`src/rtl/irc_pkg.sv`:
```
// Shared types for the intra-task rate stepper.
// Assumes: four rates, ordered from slowest to fastest code.
package irc_pkg;
    typedef enum logic [2:0] {
        ST_IDLE,
        ST_QTR,
        ST_HALF,
        ST_TQTR,
        ST_FULL,
        ST_BOOST,
        ST_DONE
    } irc_state_t;

    localparam logic [1:0] RATE_QTR  = 2'b00;
    localparam logic [1:0] RATE_HALF = 2'b01;
    localparam logic [1:0] RATE_TQTR = 2'b10;
    localparam logic [1:0] RATE_FULL = 2'b11;
endpackage

```
`src/rtl/irc_seg_calc.sv`:
```
// Works out the length of one low-rate slice and whether stepping is allowed.
// Assumes: inputs are stable in the start cycle; the result is used only then.
module irc_seg_calc #(
    parameter int W   = 16,
    parameter int PCT = 12
) (
    input  logic [W-1:0] budget,
    input  logic [W-1:0] slack,
    input  logic [W-1:0] history,
    output logic [W-1:0] seg,
    output logic         stepped
);
    localparam int PW = W + 8;

    logic [PW-1:0] scaled;
    logic [PW-1:0] quot;

    // Slice length = floor(budget * PCT / 100); stepping needs slack, headroom and a slice.
    always_comb begin
        scaled  = PW'(budget) * PW'(PCT);
        quot    = scaled / PW'(100);
        seg     = quot[W-1:0];
        stepped = (slack != '0) && (history < budget) && (seg != '0);
    end
endmodule

```
`src/rtl/irc_counter.sv`:
```
// Loadable down counter that flags its last count.
// Assumes: load has priority over decrement; it holds at zero.
module irc_counter #(
    parameter int W = 16
) (
    input  logic         clk,
    input  logic         rst_n,
    input  logic         load,
    input  logic [W-1:0] load_val,
    input  logic         dec,
    output logic         last
);
    logic [W-1:0] cnt_q;

    // Count register: reset to zero, load or step down.
    always_ff @(posedge clk) begin
        if (!rst_n)
            cnt_q <= '0;
        else if (load)
            cnt_q <= load_val;
        else if (dec && cnt_q != '0)
            cnt_q <= cnt_q - W'(1);
    end

    assign last = (cnt_q == W'(1));
endmodule

```
`src/rtl/intra_rate_ctrl.sv`:
```
// Intra-task rate stepper: quarter, half and three-quarter slices, then full rate.
// Assumes: the start fields are valid in the start cycle; the external clock
// generator follows rate_sel; reset is synchronous and active low.
module intra_rate_ctrl #(
    parameter int W   = 16,
    parameter int PCT = 12
) (
    input  logic         clk,
    input  logic         rst_n,
    input  logic         start,
    input  logic [W-1:0] budget,
    input  logic [W-1:0] slack,
    input  logic [W-1:0] history,
    input  logic         deviate,
    input  logic         task_done,
    output logic [1:0]   rate_sel,
    output logic         done
);
    import irc_pkg::*;

    irc_state_t   state_q, state_d;
    logic [W-1:0] seg, seg_q;
    logic         stepped;
    logic         rem_load, rem_dec, rem_last;
    logic         seg_load, seg_dec, seg_last;
    logic [W-1:0] seg_val;
    logic         running, idle;

    irc_seg_calc #(.W(W), .PCT(PCT)) u_seg (
        .budget (budget),
        .slack  (slack),
        .history(history),
        .seg    (seg),
        .stepped(stepped)
    );

    irc_counter #(.W(W)) u_rem (
        .clk     (clk),
        .rst_n   (rst_n),
        .load    (rem_load),
        .load_val(budget),
        .dec     (rem_dec),
        .last    (rem_last)
    );

    assign seg_val = idle ? seg : seg_q;

    irc_counter #(.W(W)) u_slice (
        .clk     (clk),
        .rst_n   (rst_n),
        .load    (seg_load),
        .load_val(seg_val),
        .dec     (seg_dec),
        .last    (seg_last)
    );

    assign idle    = (state_q == ST_IDLE);
    assign running = (state_q == ST_QTR) || (state_q == ST_HALF) || (state_q == ST_TQTR) ||
                     (state_q == ST_FULL) || (state_q == ST_BOOST);

    // Next-state and counter control.
    always_comb begin
        state_d  = state_q;
        rem_load = 1'b0;
        rem_dec  = 1'b0;
        seg_load = 1'b0;
        seg_dec  = 1'b0;
        case (state_q)
            ST_IDLE: begin
                if (start) begin
                    rem_load = 1'b1;
                    seg_load = 1'b1;
                    if (budget == '0)
                        state_d = ST_DONE;
                    else if (stepped)
                        state_d = ST_QTR;
                    else
                        state_d = ST_FULL;
                end
            end
            ST_QTR, ST_HALF, ST_TQTR: begin
                rem_dec = 1'b1;
                seg_dec = 1'b1;
                if (rem_last || task_done)
                    state_d = ST_DONE;
                else if (deviate)
                    state_d = ST_BOOST;
                else if (seg_last) begin
                    seg_load = 1'b1;
                    case (state_q)
                        ST_QTR:  state_d = ST_HALF;
                        ST_HALF: state_d = ST_TQTR;
                        default: state_d = ST_FULL;
                    endcase
                end
            end
            ST_FULL, ST_BOOST: begin
                rem_dec = 1'b1;
                if (rem_last || task_done)
                    state_d = ST_DONE;
            end
            default: state_d = ST_IDLE;
        endcase
    end

    // State register and slice length latched at start.
    always_ff @(posedge clk) begin
        if (!rst_n) begin
            state_q <= ST_IDLE;
            seg_q   <= '0;
        end else begin
            state_q <= state_d;
            if (idle && start)
                seg_q <= seg;
        end
    end

    // Rate code decoded from the registered state.
    always_comb begin
        case (state_q)
            ST_QTR:  rate_sel = RATE_QTR;
            ST_HALF: rate_sel = RATE_HALF;
            ST_TQTR: rate_sel = RATE_TQTR;
            default: rate_sel = RATE_FULL;
        endcase
    end

    assign done = (state_q == ST_DONE);

    assert_done_single_R8: assert property (@(posedge clk) disable iff (!rst_n)
        done |=> !done);

    assert_rate_ascending_R3: assert property (@(posedge clk) disable iff (!rst_n)
        running |=> (rate_sel >= $past(rate_sel)));

    assert_boost_full_R7: assert property (@(posedge clk) disable iff (!rst_n)
        (running && deviate) |=> (rate_sel == RATE_FULL));

    assert_no_slack_full_R5: assert property (@(posedge clk) disable iff (!rst_n)
        (idle && start && slack == '0) |=> (rate_sel == RATE_FULL));

    assert_zero_budget_R12: assert property (@(posedge clk) disable iff (!rst_n)
        (idle && start && budget == '0) |=> done);

    assert_early_end_R9: assert property (@(posedge clk) disable iff (!rst_n)
        (running && task_done) |=> done);
endmodule

```
`config.mk`:
```
export PLATFORM = sky130hd
export DESIGN_NAME = intra_rate_ctrl
export DESIGN_NICKNAME = d
export VERILOG_FILES = /design/src/rtl/irc_pkg.sv /design/src/rtl/irc_seg_calc.sv /design/src/rtl/irc_counter.sv /design/src/rtl/intra_rate_ctrl.sv
export SDC_FILE = /design/constraint.sdc
export NUM_CORES = 1
export LEC_CHECK = 0
export BUFFER_PORTS_ARGS = -buffer_cell sky130_fd_sc_hd__buf_2
export CAP_MARGIN = 15
export CORE_MARGIN = 1.5
export CORE_UTILIZATION = 41
export DETAILED_ROUTE_END_ITERATION = 8
export SYNTH_ARGS = -nofsm -noshare
export SYNTH_HDL_FRONTEND = slang
export SYNTH_SLANG_ARGS = --single-unit
```
`constraint.sdc`:
```
create_clock -name clk -period 12.31 [get_ports clk]
set_input_delay 1.8465 -clock clk [delete_from_list [all_inputs] [get_ports clk]]
set_output_delay 1.8465 -clock clk [all_outputs]
set_load 0.03 [all_outputs]
```
Word-level counts from Yosys, hierarchy flattened
Cells that the tools add are included.

Flip-flop bits (word level): 51. Latch bits: 0. RAM bits: 0. Memory bits (read-only): 0. Input bits: 53. Logic and storage cells: 61. Memories: 0.

Add/subtract/negate cells: 2. $mul: 1. Divide/modulo/power cells: 1. Order comparisons: 1. Equal/unequal tests: 11. Shift operators: 0. Mux-type cells: 23. Bitwise logic cells: 0. Reduce and logical (&&, ||, !) cells: 18.

Operators by type and width (number): $mux W16 (5); $reduce_bool A16 Y1 (4); $eq A16 B1 Y1 const B (2); $sub A16 B1 Y16 const B (2); $div A20 B7 Y24 const B (1); $mux W3 (7); $mul A16 B2 Y18 const B (1); $logic_not A16 Y1 (1); $lt A16 B16 Y1 (1); $eq A3 B3 Y1 const B (3); $pmux W3 S3 (1); $mux W1 (7); $eq A3 B2 Y1 const B (2); $pmux W2 S3 (1); $pmux W3 S2 (1); $logic_and A1 B1 Y1 (5); $reduce_or A5 Y1 (1); $ne A2 B2 Y1 const B (2); $ne A4 B4 Y1 const B (1); $reduce_bool A2 Y1 (2); $eq A3 B1 Y1 const B (1); $logic_not A3 Y1 (1); $reduce_and A3 Y1 (1); $reduce_or A3 Y1 (1); 3 further kinds (3).

Longest topological paths before layout
Gate-level depths: netlist of the first run.

Depth in word-level cells: 8. Gate-level depth with buffers: 49. Mapped depth without buffers: 39.

Cells and area by module
A second synthesis of the first run with hierarchy kept.

Cell total of the unflattened synthesis: 1063. Area, all modules: 7820.0 um2.

Modules (own cells, without submodules): irc_seg_calc (times used 1, cells each 681, area each 4695.8 um2, seq. area each 0.0 um2); irc_counter (times used 2, cells each 123, area each 983.4 um2, seq. area each 320.3 um2); intra_rate_ctrl (times used 1, cells each 136, area each 1157.4 um2, seq. area each 380.4 um2).

Worst setup path after synthesis of the first run
Ideal clock, no wire load.

Path kind: input -> register. Start point: input budget[0]. End point: register state_q[0]. Setup time: 119 ps. Data arrival time: 10974 ps. Slack: 1217 ps. Stages on the path: 46. Buffers on the path: 8. Cell sequence: ha_1 > inv_1 > fa_1 > nand2b_1 > a21o_1 > a21o_1 > o21a_1 > buf_2 > or2_1 > clkbuf_1 > a2111o_1 > a31oi_2 > o21ai_1 > a211o_1 > a21oi_2 > a21o_1 > buf_4 > nand2_1 > (+10 left out) > xnor2_1 > a41o_1 > or2_1 > and2_4 > o21a_1 > or3_1 > buf_2 > or4_1 > o2111a_1 > buf_6 > a41o_1 > a21o_1 > o21ai_2 > a211oi_1 > o22a_1 > o211a_1 > o21ba_1 > o221a_1.

Cells in the longest elaborated chain, start to end: 8.

Ends and longest elaborated chain: start: declaration (RTL line intra_rate_ctrl.sv:11) `input logic [W-1:0] budget,`; $mul A16 B2 Y18 (RTL line irc_seg_calc.sv:20) `scaled = PW'(budget) * PW'(PCT);`; $div A20 B7 Y24 (RTL line irc_seg_calc.sv:21) `quot = scaled / PW'(100);`; $reduce_bool A16 Y1 (RTL line irc_seg_calc.sv:23) `stepped = (slack != '0) && (history < budget) && (seg != '0);`; $logic_and A1 B1 Y1 (RTL line irc_seg_calc.sv:23); $mux W3 (RTL line intra_rate_ctrl.sv:75) `else if (stepped)`; $mux W3 * (RTL line intra_rate_ctrl.sv:73) `if (budget == '0)`; $mux W3 * (RTL line intra_rate_ctrl.sv:70) `if (start) begin`; $pmux W3 S3 * (RTL line intra_rate_ctrl.sv:68) `case (state_q)`; end signal: assignment (RTL line intra_rate_ctrl.sv:112) `state_q <= state_d;`; end: declaration (RTL line intra_rate_ctrl.sv:21) `irc_state_t state_q, state_d;`.

Every way passes the cells marked *; elsewhere a longest branch is shown, timed or not. The select of a mux whose other input is x is not followed. A chain may end at the register's enable or synchronous reset.

Worst setup path after layout of the first run
Same ends and word-level chain as after synthesis.

==> flow_summary.ini, run 1 <==
[outcome]
status = finished clean

[synth]
yosysSeqAreaShare = 0.122
synth-edff-count = 0
netlist-cell-type-count = 117
synthArstFlopShare = 0
ys_ff_latch = 49
syn_nets = 1228
synthFlopType = dfxtp_1
synth.cell_area_mm2 = 0.00803
synth.area.top_cells = dfxtp_1 (12%), ha_1 (7.2%), a21oi_1 (6.0%), nor2_1 (5.3%), nand2_1 (4.7%)
synth_top_area_share = 0.122
synthCells = 1128
yosys_warnings = 0
synth.largest_area_cell = dfxtp_1
postSynthAreaPerCell_um2 = 7.12

[cells_and_area]
utilization = 0.484
mostFrequentLayoutCells = nor2_1 (111), nand2_1 (100), a21oi_1 (92)
drive_above_1_share = 0.201
areaGrowthSynthToFinish_pct = 16.5
nets = 1309
layout_commonest_cell = nor2_1
antenna-diode-count = 0

[timing]
setup_violations = 0
clock_skew_ns = 0.00683
hold_viol = 0
relSlewSlack = 0.471
min_period_over_period = 0.965
fmax_mhz = 84.1
whs_ns = 0.458
finalMaxSlewViolations = 0
tightest_slew_ns = 0.791
min_period_ns = 11.88
finalWorstSetupSlack_ns = 0.426

[die]
initial_core_util = 0.415
coreArea_mm2 = 0.0193
die_x_um = 143
rows = 51
die_h_um = 143
io_pins = 56
dieArea_mm2 = 0.0204

[hold_path]
hp-class = register to register

[clocking]
htreeDepth = 2
clk_pin_slew_ns = 0.07
insertion_delay_ns = 0.29
hold_buffers = 0
cts_tree = done
cts_root_buf = clkbuf_16
cts_buffers = 5
clock_sinks = 49
clk_path_buf_depth = 2

[critical_path]
critPathCaptureType = register
slowest_delay_ns = 0.44
worstPathMaxFanout = 16
cp.arrival_ns = 12.07
crit_required_ns = 12.49
slowest_stage = or3_1
start_kind = input pin
crit_type = input pin to register
critPathMostFrequentCell = buf_4

[placed_design]
dp_hpwl_um = 19400
routabilityCongestion = 0.925
post-place-ws_ns = 0.00444
io_buffer_count = 55

[drt]
routed_wl_um = 25800
drcViolationCount = 0
vias = 9118
via_per_inst = 6.18
first_pass_iters = 5
ant_nets = 0
drt_iter0_drc = 609
route.detailed.wl_per_inst_um = 17.5

[global_route]
antenna_found_initial = 0
grt_max_degree = 33
grt_pass1_vias = 8143
grt_pass1_wl_um = 41000
grt_usage = 0.242
grt-ovfl-total = 0

[job]
cap_violations = 0
[synth_stat cells (7+ instances only)]
cell        n
a211o_1     9
a211oi_1   42
a21o_1     19
a21oi_1    97
a221oi_1   11
a22oi_1     9
a31oi_1    23
and2_1     12
and3_1      8
buf_2      20
clkbuf_1   37
dfxtp_1    49
ha_1       46
inv_1      33
mux2i_1     9
nand2_1   101
nand2b_1   16
nand3_1    39
nand4_1    14
nor2_1    114
nor2b_1    11
nor3_1     38
nor4_1     25
o211ai_1   13
o21a_1     12
o21ai_0    39
o21ai_1    12
o22ai_1     7
o311ai_0    7
o31ai_1     8
or3_1      18
xnor2_1    28
xor2_1     14
[routing by layer]
layer | vias up | share of wire | wire length, µm | track usage
li1 | 4513 | - | - | -
met1 | 4251 | 0.48 | 12400 | 0.342
met2 | 317 | 0.46 | 11800 | 0.397
met3 | 37 | 0.048 | 1230 | 0.0278
met4 | 0 | 0.014 | 362 | 0.0434
met5 | - | 0 | 0 | 0
[path summary, 6_finish.rpt]
path                                  from                              to  slack [ns]  cells after the start
max                              budget[0]         state_q[0]$_SDFFE_PN0P_        0.43                     45
min                  seg_q[2]$_SDFFE_PN0P_           seg_q[2]$_SDFFE_PN0P_        0.46                      2
max reg2reg  u_slice.cnt_q[8]$_SDFFE_PN0P_  u_slice.cnt_q[11]$_SDFFE_PN0P_        9.48                     10
min reg2reg          seg_q[2]$_SDFFE_PN0P_           seg_q[2]$_SDFFE_PN0P_        0.46                      2
[stage by stage]
stage                     area, µm²  TNS, ns  instances
after CTS                      9000        0       1461
after global routing           9360   -0.474       1475
final                          9360        0       1475
after detailed placement       8860        0       1453
after floorplan                8030        0       1128
after global placement         8860        0       1453
[registers in the layout (all words and copies together) (netlist names)]
register,flops
u_rem.cnt_q,16
u_slice.cnt_q,16
seg_q,14
state_q,3
[critical path: cells and delay by family]
family | cells | cell delay, ns
AO/OA/AOI/OAI | 29 | 6.57
AND/OR/NAND/NOR | 4 | 1.19
buffers and inverters | 7 | 1.13
adder cells (fa/ha/maj) | 2 | 0.61
multiplexers | 2 | 0.53
XOR/XNOR | 1 | 0.15
[cells by family (layout without fill, tap and decap cells)]
group / count (synthesis) / count (layout) / synth area share
multiplexers: 14 / 14 / 0.0190
AND/OR/NAND/NOR: 437 / 437 / 0.272
XOR/XNOR: 42 / 42 / 0.0458
AO/OA/AOI/OAI: 437 / 437 / 0.408
flip-flops: 49 / 49 / 0.122
buffers and inverters: 99 / 181 / 0.0550
adder cells (fa/ha/maj): 50 / 50 / 0.0779
[what timing repair did]
action | 4_1_cts | 5_1_grt
endpoints found under the setup margin | 0 | 5
buffers inserted | 0 | 14
gates resized for setup | 0 | 47
[cell type report]
cell class                      count  area, µm²
Fill cell                        1978       9980
Clock buffer                        7        133
Tap cell                          265        332
Sequential cell                    49        981
Inverter                           34        128
Clock inverter                      1       7.51
Timing Repair Buffer              139        910
Multi-Input combinational cell    980       6870
Power of run 1 is left out: the tool's default activity adds up to more than one toggle a clock period on the data nets, which glitch-free logic cannot reach.
==> inputs of run 2 (changes only) <==
--- a/config.mk
+++ b/config.mk
@@ -6,9 +6,10 @@
 export NUM_CORES = 1
 export LEC_CHECK = 0
 export BUFFER_PORTS_ARGS = -buffer_cell sky130_fd_sc_hd__buf_2
-export CAP_MARGIN = 15
 export CORE_MARGIN = 1.5
 export CORE_UTILIZATION = 41
+export CTS_BUF_LIST = sky130_fd_sc_hd__clkbuf_8
+export CTS_CLUSTER_SIZE = 40
 export DETAILED_ROUTE_END_ITERATION = 8
 export SYNTH_ARGS = -nofsm -noshare
 export SYNTH_HDL_FRONTEND = slang
==> flow_summary.ini, run 2 (synthesis results as in run 1) <==
[outcome]
status = finished clean

[critical_path]
crit_required_ns = 12.51
critical_path.reg2reg.endpoint = u_slice.cnt_q[11]$_SDFFE_PN0P_
worstReg2RegStart = u_slice.cnt_q[8]$_SDFFE_PN0P_
r2r_slack_ns = 9.48
path_delay_family = compound AO/OA/AOI/OAI gates
cp.arrival_ns = 12.05
worstPathMaxFanout = 16
cp_num_buf_inv = 7
crit_type = input pin to register
critPathMostFrequentCell = buf_4
reg2regPathDepth = 10
critPathCaptureType = register
slowest_stage = or3_1
slowest_delay_ns = 0.44
start_kind = input pin

[die]
coreArea_mm2 = 0.0193
initial_core_util = 0.415
dieArea_mm2 = 0.0204
rows = 51
io_pins = 56
die_x_um = 143
die_h_um = 143

[drt]
vias = 9063
ant_nets = 0
routed_wl_um = 25500
via_per_inst = 6.15
drt_iter0_drc = 592
first_pass_iters = 5
route.detailed.wl_per_inst_um = 17.3
drcViolationCount = 0

[cells_and_area]
nFillCells = 1991
mostFrequentLayoutCells = nor2_1 (111), nand2_1 (100), a21oi_1 (92)
nets = 1308
layout_commonest_cell = nor2_1
areaGrowthSynthToFinish_pct = 15.5
top_regs = u_rem.cnt_q: 16 flops, u_slice.cnt_q: 16 flops, seg_q: 14 flops
drive_above_1_share = 0.200
antenna-diode-count = 0
final_cell_area_mm2 = 0.00928
final_cells = 1474

[global_route]
grt-ovfl-total = 0
grt_pass1_wl_um = 40800
grt_pass1_vias = 8129
grt_usage = 0.240
antenna_found_initial = 0
grt_max_degree = 33

[hold_path]
min_path_cells = 2
hp-class = register to register
worst_hold_startpoint = seg_q[0]$_SDFFE_PN0P_
hold_end = seg_q[0]$_SDFFE_PN0P_

[timing]
whs_ns = 0.460
min_period_over_period = 0.963
clock_skew_ns = 0.00908
setup_violations = 0
min_period_ns = 11.85
finalWorstSetupSlack_ns = 0.459
hold_viol = 0
fmax_mhz = 84.4
finalMaxSlewViolations = 0
relSlewSlack = 0.469
tightest_slew_ns = 0.795

[clocking]
clock_sinks = 49
hold_buffers = 0
clk_path_buf_depth = 2
cts_tree = done
clk_pin_slew_ns = 0.09
cts_buffers = 5
htreeDepth = 2
insertion_delay_ns = 0.30
cts_root_buf = clkbuf_8

[placed_design]
dp.cells = 1453
routabilityCongestion = 0.925
io_buffer_count = 55
dpl_cell_area_mm2 = 0.00886
post-place-ws_ns = 0.00444
dp_hpwl_um = 19400

[job]
cap_violations = 0
-- run 2: worst max-delay path by stage --
| stage | start | end | slack (ns) | depth (start not counted) |
|---|---|---|---|---|
| finish | budget[0] | state_q[0]$_SDFFE_PN0P_ | 0.46 | 45 |
| global route | budget[0] | state_q[0]$_SDFFE_PN0P_ | -0.13 | 46 |
| CTS | budget[0] | state_q[0]$_SDFFE_PN0P_ | 0.31 | 41 |
| detailed placement | budget[0] | state_q[0]$_SDFFE_PN0P_ | 0.004 | 41 |
| global placement | budget[0] | state_q[0]$_SDFFE_PN0P_ | 0.16 | 41 |
| floorplan | budget[0] | state_q[0]$_SDFFE_PN0P_ | 1.22 | 46 |
-- run 2: worst min-delay path, cell delays in order, from the launching register on --
cell	delay, ns
dfxtp_1	0.32
nand2_1	0.05
a21oi_1	0.05
-- run 2: per-layer routing --
layer,part of all wire,wire length (µm),vias to the layer above,GRT usage
met5,0,0,-,0
met4,0.013,328,0,0.0353
met3,0.051,1290,35,0.0268
met2,0.46,11700,315,0.396
met1,0.48,12200,4190,0.342
li1,-,-,4523,-
-- run 2: what timing repair did --
item                       4_1_cts  5_1_grt
setup endpoints to repair        0        4
resized for setup                0       46
setup buffers                    0       13
-- run 2: area by class of cell --
cell class	count	area, µm²	share of cell area
clock buffers	5	68.8	0.00741
clock inverters	3	15.0	0.00162
inverters	34	128	0.0138
multi-input cells	980	6860	0.739
flip-flops and latches	49	981	0.106
well taps	265	332	0.0357
repair buffers	138	902	0.0972
-- run 2: per-stage QoR --
stage,setup TNS (ns),utilization
CTS,0,0.463
global route,-0.288,0.480
floorplan,0,-
finish,0,0.480
global placement,0,0.458
detailed placement,0,0.458
Power of run 2 is left out for the same reason.
